==> src/rtl/hw_link_pkg.sv <==
package hw_link_pkg;
  // Access classes, each with its own pairing tracker
  typedef enum logic [1:0] {
    CLS_AW = 2'd0,
    CLS_AR = 2'd1,
    CLS_DW = 2'd2,
    CLS_DR = 2'd3
  } acc_cls_e;

  localparam int unsigned NUM_CLS = 4;
endpackage

==> src/rtl/hw_pair_track.sv <==
module hw_pair_track (
  input  logic clk,
  input  logic rst_n,
  input  logic clr,
  input  logic stb,
  output logic second_q
);
  always_ff @(posedge clk) begin
    if (!rst_n || clr) second_q <= 1'b0;
    else if (stb)      second_q <= ~second_q;
  end

  // each strobe flips the pair position
  p_toggle_r11: assert property (@(posedge clk) disable iff (!rst_n)
    (stb && !clr) |=> (second_q != $past(second_q)));
  // hold returns tracker to the first position
  p_clr_first_r10: assert property (@(posedge clk) disable iff (!rst_n)
    clr |=> !second_q);
endmodule

==> src/rtl/hw_addr_bank.sv <==
module hw_addr_bank #(
  parameter int unsigned WORD_W = 32
) (
  input  logic              clk,
  input  logic              rst_n,
  input  logic              host_ld,
  input  logic [WORD_W-1:0] host_word,
  input  logic              dual_mode,
  input  logic              sel_raddr,
  input  logic              cpu_ld_w,
  input  logic              cpu_ld_r,
  input  logic [WORD_W-1:0] cpu_addr,
  output logic [WORD_W-1:0] waddr_q,
  output logic [WORD_W-1:0] raddr_q
);
  logic host_to_w, host_to_r;

  always_comb begin
    host_to_w = host_ld && (!dual_mode || !sel_raddr);
    host_to_r = host_ld && (!dual_mode ||  sel_raddr);
  end

  always_ff @(posedge clk) begin
    if (!rst_n) begin
      waddr_q <= '0;
      raddr_q <= '0;
    end else begin
      if (cpu_ld_w)       waddr_q <= cpu_addr;
      else if (host_to_w) waddr_q <= host_word;
      if (cpu_ld_r)       raddr_q <= cpu_addr;
      else if (host_to_r) raddr_q <= host_word;
    end
  end

  // single-mode host load leaves both registers equal
  p_single_equal_r5: assert property (@(posedge clk) disable iff (!rst_n)
    (host_ld && !dual_mode && !cpu_ld_w && !cpu_ld_r) |=> (waddr_q == raddr_q));
  // CPU load wins
  p_cpu_wins_r7: assert property (@(posedge clk) disable iff (!rst_n)
    cpu_ld_w |=> (waddr_q == $past(cpu_addr)));
  // dual mode, write-select leaves read register untouched
  p_dual_keep_r6: assert property (@(posedge clk) disable iff (!rst_n)
    (host_ld && dual_mode && !sel_raddr && !cpu_ld_r) |=> $stable(raddr_q));
endmodule

==> src/rtl/hw_read_mux.sv <==
module hw_read_mux #(
  parameter int unsigned HALF_W = 16,
  localparam int unsigned WORD_W = 2 * HALF_W
) (
  input  logic              clk,
  input  logic              rst_n,
  input  logic              ar_stb,
  input  logic              ar_second,
  input  logic              dr_stb,
  input  logic              dr_second,
  input  logic              ord_lsb_first,
  input  logic              dual_mode,
  input  logic              sel_raddr,
  input  logic [WORD_W-1:0] waddr,
  input  logic [WORD_W-1:0] raddr,
  input  logic [WORD_W-1:0] rd_word,
  output logic [HALF_W-1:0] rdata_q
);
  // Upper half is sent when pair position equals the order bit
  function automatic logic [HALF_W-1:0] pick_half(
    input logic [WORD_W-1:0] w, input logic second, input logic ord);
    return (second == ord) ? w[WORD_W-1:HALF_W] : w[HALF_W-1:0];
  endfunction

  logic [WORD_W-1:0] addr_src;
  assign addr_src = (dual_mode && sel_raddr) ? raddr : waddr;

  always_ff @(posedge clk) begin
    if (!rst_n)      rdata_q <= '0;
    else if (ar_stb) rdata_q <= pick_half(addr_src, ar_second, ord_lsb_first);
    else if (dr_stb) rdata_q <= pick_half(rd_word, dr_second, ord_lsb_first);
  end

  // read data only moves on a read strobe
  p_rdata_hold_r8: assert property (@(posedge clk) disable iff (!rst_n)
    (!ar_stb && !dr_stb) |=> $stable(rdata_q));
endmodule

==> src/rtl/hw_link_seq.sv <==
module hw_link_seq
  import hw_link_pkg::*;
#(
  parameter int unsigned HALF_W = 16,
  localparam int unsigned WORD_W = 2 * HALF_W
) (
  input  logic              clk,
  input  logic              rst_n,
  input  logic              hold_rst,
  input  logic              host_wr,
  input  logic              host_rd,
  input  logic              host_is_addr,
  input  logic [HALF_W-1:0] host_wdata,
  input  logic              ord_lsb_first,
  input  logic              dual_mode,
  input  logic              sel_raddr,
  input  logic              cpu_ld_waddr,
  input  logic              cpu_ld_raddr,
  input  logic [WORD_W-1:0] cpu_addr,
  input  logic [WORD_W-1:0] rd_word,
  output logic [WORD_W-1:0] waddr,
  output logic [WORD_W-1:0] raddr,
  output logic [WORD_W-1:0] wword,
  output logic              wword_vld,
  output logic [HALF_W-1:0] host_rdata
);
  // Place first/second halfword according to order bit
  function automatic logic [WORD_W-1:0] join_pair(
    input logic [HALF_W-1:0] first, input logic [HALF_W-1:0] second,
    input logic ord);
    return ord ? {second, first} : {first, second};
  endfunction

  logic [NUM_CLS-1:0] cls_stb;
  logic [NUM_CLS-1:0] cls_second;
  logic               go;

  assign go = !hold_rst;

  always_comb begin
    cls_stb         = '0;
    cls_stb[CLS_AW] = go && host_wr &&  host_is_addr;
    cls_stb[CLS_DW] = go && host_wr && !host_is_addr;
    cls_stb[CLS_AR] = go && host_rd &&  host_is_addr;
    cls_stb[CLS_DR] = go && host_rd && !host_is_addr;
  end

  for (genvar c = 0; c < NUM_CLS; c++) begin : g_trk
    hw_pair_track u_trk (
      .clk      (clk),
      .rst_n    (rst_n),
      .clr      (hold_rst),
      .stb      (cls_stb[c]),
      .second_q (cls_second[c])
    );
  end

  // First-halfword capture for the two write classes
  logic [HALF_W-1:0] aw_first_q, dw_first_q;
  logic              aw_done, dw_done;

  assign aw_done = cls_stb[CLS_AW] && cls_second[CLS_AW];
  assign dw_done = cls_stb[CLS_DW] && cls_second[CLS_DW];

  always_ff @(posedge clk) begin
    if (!rst_n) begin
      aw_first_q <= '0;
      dw_first_q <= '0;
    end else begin
      if (cls_stb[CLS_AW] && !cls_second[CLS_AW]) aw_first_q <= host_wdata;
      if (cls_stb[CLS_DW] && !cls_second[CLS_DW]) dw_first_q <= host_wdata;
    end
  end

  logic [WORD_W-1:0] aw_word;
  assign aw_word = join_pair(aw_first_q, host_wdata, ord_lsb_first);

  hw_addr_bank #(.WORD_W(WORD_W)) u_bank (
    .clk       (clk),
    .rst_n     (rst_n),
    .host_ld   (aw_done),
    .host_word (aw_word),
    .dual_mode (dual_mode),
    .sel_raddr (sel_raddr),
    .cpu_ld_w  (cpu_ld_waddr),
    .cpu_ld_r  (cpu_ld_raddr),
    .cpu_addr  (cpu_addr),
    .waddr_q   (waddr),
    .raddr_q   (raddr)
  );

  always_ff @(posedge clk) begin
    if (!rst_n) begin
      wword     <= '0;
      wword_vld <= 1'b0;
    end else begin
      wword_vld <= dw_done;
      if (dw_done) wword <= join_pair(dw_first_q, host_wdata, ord_lsb_first);
    end
  end

  hw_read_mux #(.HALF_W(HALF_W)) u_rmux (
    .clk           (clk),
    .rst_n         (rst_n),
    .ar_stb        (cls_stb[CLS_AR]),
    .ar_second     (cls_second[CLS_AR]),
    .dr_stb        (cls_stb[CLS_DR]),
    .dr_second     (cls_second[CLS_DR]),
    .ord_lsb_first (ord_lsb_first),
    .dual_mode     (dual_mode),
    .sel_raddr     (sel_raddr),
    .waddr         (waddr),
    .raddr         (raddr),
    .rd_word       (rd_word),
    .rdata_q       (host_rdata)
  );

  // no valid after a held cycle
  p_hold_no_vld_r10: assert property (@(posedge clk) disable iff (!rst_n)
    hold_rst |=> !wword_vld);
  // valid is a single-cycle pulse
  p_vld_pulse_r4: assert property (@(posedge clk) disable iff (!rst_n)
    wword_vld |=> !wword_vld || $past(host_wr && !host_is_addr && !hold_rst));
  // held strobes leave address registers alone without CPU loads
  p_hold_addr_r10: assert property (@(posedge clk) disable iff (!rst_n)
    (hold_rst && !cpu_ld_waddr && !cpu_ld_raddr) |=> ($stable(waddr) && $stable(raddr)));
endmodule

==> config.mk <==
export PLATFORM = sky130hd
export DESIGN_NAME = hw_link_seq
export DESIGN_NICKNAME = d
export VERILOG_FILES = /design/src/rtl/hw_link_pkg.sv /design/src/rtl/hw_pair_track.sv /design/src/rtl/hw_addr_bank.sv /design/src/rtl/hw_read_mux.sv /design/src/rtl/hw_link_seq.sv
export SDC_FILE = /design/constraint.sdc
export NUM_CORES = 1
export LEC_CHECK = 0
export ABC_AREA = 0
export BUFFER_PORTS_ARGS = -buffer_cell sky130_fd_sc_hd__buf_2
export CAP_MARGIN = 20
export CORE_ASPECT_RATIO = 1.25
export CORE_MARGIN = 1.5
export CORE_UTILIZATION = 30
export CTS_CLUSTER_DIAMETER = 100
export DETAILED_ROUTE_END_ITERATION = 16
export SLEW_MARGIN = 20
export SYNTH_ARGS = -nofsm -noshare
export SYNTH_HDL_FRONTEND = slang
export SYNTH_HIERARCHICAL = 1
export SYNTH_SLANG_ARGS = --single-unit
export TNS_END_PERCENT = 10
==> constraint.sdc <==
create_clock -name clk -period 3.4 [get_ports clk]
set_input_delay 0.51 -clock clk [delete_from_list [all_inputs] [get_ports clk]]
set_output_delay 0.51 -clock clk [all_outputs]
set_load 0.02 [all_outputs]
; ---- Yosys cells after proc, flatten, opt, wreduce, memory -nomap -nowiden
; Cells that the tools add are included.
[word_totals]
regBits = 149
latch_bits = 0
ram_bits = 0
mem_bits_ro = 0
input_bits = 91
out_inout_bits = 113
wordCells = 54
mem_count = 0
[classes]
addsub = 0
n_mul = 0
n_div = 0
order_cmp = 0
eq_ne = 2
n_shift = 0
mux = 11
n_bitwise = 4
reduce_logical = 26
[op_table]
columns = operator, n
row1 = 2-to-1 mux 32 bit, 7
row2 = 2-to-1 mux 16 bit, 4
row3 = logical AND 1 bit, 13
row4 = zero test 1 bit, 7
row5 = nonzero test 2 bit, 3
row6 = inverter 1 bit, 4
row7 = logical OR 1 bit, 3
row8 = == test 1 bit, 2

; ---- Longest topological paths before layout
[depth]
word_depth = 7
depth_mapped = 7
ltp_nobuf = 5

; ---- Cells and area by module
; The synthesis kept the hierarchy.
[modules_own_cells]
columns = mod, instances, cells_per_inst, area_per_inst_um2, seq_area_each_um2
row1 = hw_addr_bank, 1, 327, 3228.1, 1281.2
row2 = hw_link_seq, 1, 313, 3146.8, 1301.2
row3 = hw_read_mux, 1, 186, 1660.3, 320.3
row4 = hw_pair_track, 4, 3, 41.3, 20.0

; ---- Least setup slack after synthesis
; No wires, ideal clock.
[synth_timing]
path_kind = in2reg
start = input host_is_addr
end = register u_rmux.rdata_q[0]
setup_ns = 0.130
arrival_ns = 1.893
required_ns = 3.270
slack_ns = 1.377
cell_stages = 6
n_path_buf = 2
cell_sequence = nor3b_1 > clkbuf_1 > clkbuf_1 > or2b_1 > mux2i_1 > o221ai_2
[synth_via]
elab_chain_len = 3
word_cells_on_any_way = 5
classes_between = mux (1) / reduce/logical (4)
[synth_lines]
columns = element, line
row1 = from (decl), hw_link_seq.sv:12  ; input logic host_is_addr,
row2 = zero test 1 bit, hw_link_seq.sv:45  ; cls_stb[CLS_DR] = go && host_rd && !host_is_addr;
row3 = logical AND 1 bit, hw_link_seq.sv:45
row4 = nonzero test 2 bit (no source line), n/a
row5 = to (signal assigned), hw_read_mux.sv:30  ; else if (ar_stb) rdata_q <= pick_half(addr_src, ar_second, ord_lsb_first);
row6 = to (signal assigned), hw_read_mux.sv:31  ; else if (dr_stb) rdata_q <= pick_half(rd_word, dr_second, ord_lsb_first);
row7 = to (decl), hw_read_mux.sv:17  ; output logic [HALF_W-1:0] rdata_q
; Parallel ways exist; a longest one is shown, timed or not.
; A chain may end at the register's enable or synchronous reset.

; ---- Worst setup path after layout
[layout_timing]
start = input ord_lsb_first
end = register u_rmux.rdata_q[6]
[layout_via]
elab_chain_len = 4
word_cells_on_any_way = 6
classes_between = eq/ne (2) / mux (4)
[layout_lines]
columns = element, line
row1 = from (decl), hw_link_seq.sv:14  ; input logic ord_lsb_first,
row2 = == test 1 bit, hw_read_mux.sv:22  ; return (second == ord) ? w[WORD_W-1:HALF_W] : w[HALF_W-1:0];
row3 = 2-to-1 mux 16 bit, hw_read_mux.sv:22
row4 = 2-to-1 mux 16 bit, hw_read_mux.sv:31
row5 = 2-to-1 mux 16 bit (*), hw_read_mux.sv:30
; Mark *: on every way between the ends. The rest lies on a longest branch, timed or not. The select of a mux whose other input is x is not followed.

==> run_results.csv <==
group,metric,value,unit
status,outcome,"completed",
clocking,clk_pin_slew,0.06,ns
drt,viasPerCell,5.072,
drt,routed-via-count,6868,
yosys,ys_warn_count,6,
timing,setup-tns-final,0,ns
min_path,holdPathEnd,"u_bank/waddr_q[23]",
yosys,syn_area,8200,µm²
clocking,clk_latency,0.42,ns
yosys,synth-compound-area-share,22.23,%
clocking,h-tree-depth,4,
global_routing,grt_max_degree,178,
power_and_ir_drop,clkPwrFrac,41.9,%
drt,drc,0,
timing,slew-limit-headroom,36.88,%
yosys,synthMuxAreaShare,20.02,%
clocking,tritoncts,"done",
power_and_ir_drop,p_seq_share,42.3,%
floorplanning,initial_core_util,30.57,%
power_and_ir_drop,p_sw_share,28.54,%
yosys,synth_top_family_by_area,"compound AO/OA/AOI/OAI gates",
setup_path,critPathTopFamily,"XOR/XNOR gates",
place,pre_cts_ws,0.9448,ns
timing,finalHoldViolCount,0,
clocking,cts.path.max_buffers,2,
drt,ant_nets,0,
setup_path,cp_slowest_cell,"xnor2_4",
timing,fin_crit_sh,58.33,%
setup_path,reg2reg_depth,3,
setup_path,cp.arrival,2.27,ns
timing,drv_slew,0,
floorplanning,rows,67,
setup_path,path_max_fanout,66,
setup_path,r2r-end,"u_rmux/rdata_q[6]",
layout,area_growth,20.84,%
place,numPortBuffers,203,
floorplanning,num_io_pins,204,
setup_path,path_cells,"buf_4 -> xnor2_4 -> mux2i_1 -> o221ai_1",
timing,setup_viol,0,
drt,drt_iter0_markers,449,
power_and_ir_drop,leakage,4.933,nW
global_routing,groute.usage.overall,17.85,%
timing,setup_slack,1.417,ns
setup_path,required,3.68,ns
yosys,synth_nets,929,
min_path,hold_class,"in -> reg",
job,timing.max_cap.violations,0,
setup_path,startpoint,"ord_lsb_first",
layout,num-nets-final,1082,
min_path,whs_path_depth,2,
yosys,yosys.area_share.simple,14.39,%
floorplanning,dieArea,28340,µm²
yosys,synthCells,838,
global_routing,met1_usage,22.77,%
yosys,synthXorXnorAreaFrac,0.9612,%
setup_path,crit_path_start_kind,"input port",
yosys,yosysSeqAreaShare,36.37,%
yosys,ys.flop_type,"dfxtp_1",
timing,whs,0.3687,ns
setup_path,crit_path_max_incr_delay,0.79,ns
timing,max_freq,0.5042,GHz
clocking,ctsResizeCount,0,
yosys,yosys.area_share.adder,0,%
yosys,ys_ff_latch,149,
yosys,async_flop_share,0,%
layout,drive_above_1_share,32.30,%
setup_path,reg2reg_slack,1.62,ns
drt,wire_per_inst,19.17,µm
global_routing,busiest_layer,"met2",
clocking,root_buffer,"clkbuf_16",
floorplanning,die_h,187.8,µm
global_routing,use_met3,3.747,%
layout,finalNonFillerCells,1354,
setup_path,crit_buf_inv,1,
place,place_inst,1317,
clocking,postCtsSetupRepairBufs,0,
drt,wl,25960,µm
place,dp_hpwl,18890,µm
global_routing,grt_antenna_before_repair,7,
min_path,hp-start,"rst_n",
power_and_ir_drop,combPwrFrac,15.9,%
timing,worst_slew_pin_slew,0.9468,ns
global_routing,grt_util_met2,29.15,%
timing,rsz0062_at_grt,"false",
yosys,synth_cell_types,40,
floorplanning,die_x,150.9,µm
power_and_ir_drop,vdd_ir_drop_max,0.0004058,V
setup_path,crit_path_end_kind,"flop",
timing,finalCriticalPeriod,1.983,ns
layout,final_area,9910,µm²
global_routing,grt_pass1_vias,6431,
global_routing,grt_pass1_wl,38340,µm
floorplanning,coreArea,26830,µm²
clocking,cts_buffers,17,
drt,drt-pass1-iter-count,4,
global_routing,grt_remaining_overflow,0,
power_and_ir_drop,cellPowerDensity,455.1,nW/µm²
power_and_ir_drop,p_int,0.003223,W
setup_path,r2r_start,"g_trk[3].u_trk/second_q",
layout,nFillCells,2756,
timing,fin_skew,0.009288,ns
power_and_ir_drop,p_sw,0.001287,W
place,routabilityCongestion,0.7820,
yosys,syn_avg_cell_area,9.786,µm²
setup_path,critPathKind,"in -> reg",
clocking,hold_buffers,0,
yosys,synth-edff-count,0,
place,place_area,9310,µm²
clocking,cts.sinks,149,
[how the worst max path moves through the flow]
| stage | endpoint | slack (ns) | cells past startpoint |
|---|---|---|---|
| 2_1_floorplan | u_rmux/rdata_q[0] | 1.38 | 6 |
| 3_3_place_gp | u_rmux/rdata_q[6] | 0.96 | 4 |
| 3_5_place_dp | u_rmux/rdata_q[6] | 0.94 | 4 |
| 4_1_cts | u_rmux/rdata_q[6] | 1.40 | 4 |
| 5_1_grt | u_rmux/rdata_q[6] | 1.31 | 4 |
| 6_report | u_rmux/rdata_q[6] | 1.42 | 4 |
[synth_stat cells, drive strengths merged (2+ instances only)]
library cell / count / area share [%]
nand2b: 53 / 4.0
nor2b: 2 / 0.15
or2b: 13 / 1.2
nor3b: 6 / 0.79
mux2i: 128 / 16
o211ai: 47 / 4.3
o21ai: 80 / 5.6
a21boi: 16 / 1.6
o221ai: 16 / 2.5
xnor2: 5 / 0.76
mux2: 32 / 4.4
and3: 16 / 1.2
and2: 4 / 0.31
o211a: 64 / 7.8
buf: 44 / 4.2
dfxtp: 149 / 36
nand2: 83 / 3.8
nand3: 33 / 2.3
clkbuf: 39 / 1.8
[layout make-up]
type | count | area, µm² | area share, %
clock buffers | 18 | 439.2 | 4.432
well taps | 345 | 431.7 | 4.356
diodes | 6 | 15.01 | 0.1515
repair buffers | 217 | 1167 | 11.78
multi-input cells | 606 | 4728 | 47.71
flip-flops and latches | 149 | 2983 | 30.10
clock inverters | 13 | 145.1 | 1.465
[flip-flops by register name (all words and copies together), names as in the netlist]
| signal | cells |
|---|---|
| wword_vld | 1 |
| aw_first_q | 16 |
| u_bank/waddr_q | 32 |
| u_rmux/rdata_q | 16 |
| g_trk.u_trk/second_q | 4 |
| wword | 32 |
| u_bank/raddr_q | 32 |
| dw_first_q | 16 |
[through the flow]
step | total power, W | util (%)
global route | 0.004683 | 36.92
floorplan | 0.002401 | -
detailed placement | 0.002658 | 34.71
global placement | 0.002650 | 34.71
finish | 0.004510 | 36.94
CTS | 0.004555 | 36.88
[power by group through the flow]
stage / Sequential [W] / Combinational [W] / Clock [W]
final: 0.00191 / 0.000715 / 0.00189
after global routing: 0.00191 / 0.000771 / 0.00200
after CTS: 0.00191 / 0.000717 / 0.00193
after detailed placement: 0.00194 / 0.000714 / 0
after global placement: 0.00194 / 0.000706 / 0
after floorplan: 0.00200 / 0.000399 / 0
[metal layers]
layer  routed length [µm]  part of all wire, %
met1                11620                   45
met2                12240                   47
met3                 1471                  5.7
met4                  629                  2.4
met5                    0                    0
[layout by cell type, fill, tap and decap left out, types with 2 or more instances in the layout]
cell type / count
nor2b_1: 2
nand3_2: 5
clkinv_2: 2
or2b_1: 12
buf_4: 12
clkbuf_16: 17
xnor2_1: 4
bufinv_16: 2
o221ai_2: 10
nand2b_1: 53
a21boi_0: 15
nand3_1: 28
nand2_1: 82
o211a_1: 64
buf_2: 201
o21ai_0: 64
o21ai_2: 16
diode_2: 6
buf_12: 3
and3_1: 16
inv_6: 5
nor3b_2: 5
o221ai_1: 6
mux2i_1: 128
clkinvlp_4: 3
o211ai_1: 47
mux2_2: 32
and2_1: 4
dfxtp_1: 149
[cells by family after synthesis]
logic type,after synthesis
flip-flops,149
AND/OR/NAND/NOR,214
XOR/XNOR,6
AO/OA/AOI/OAI,226
buffers and inverters,83
multiplexers,160
(Power assumes the default switching activity.)
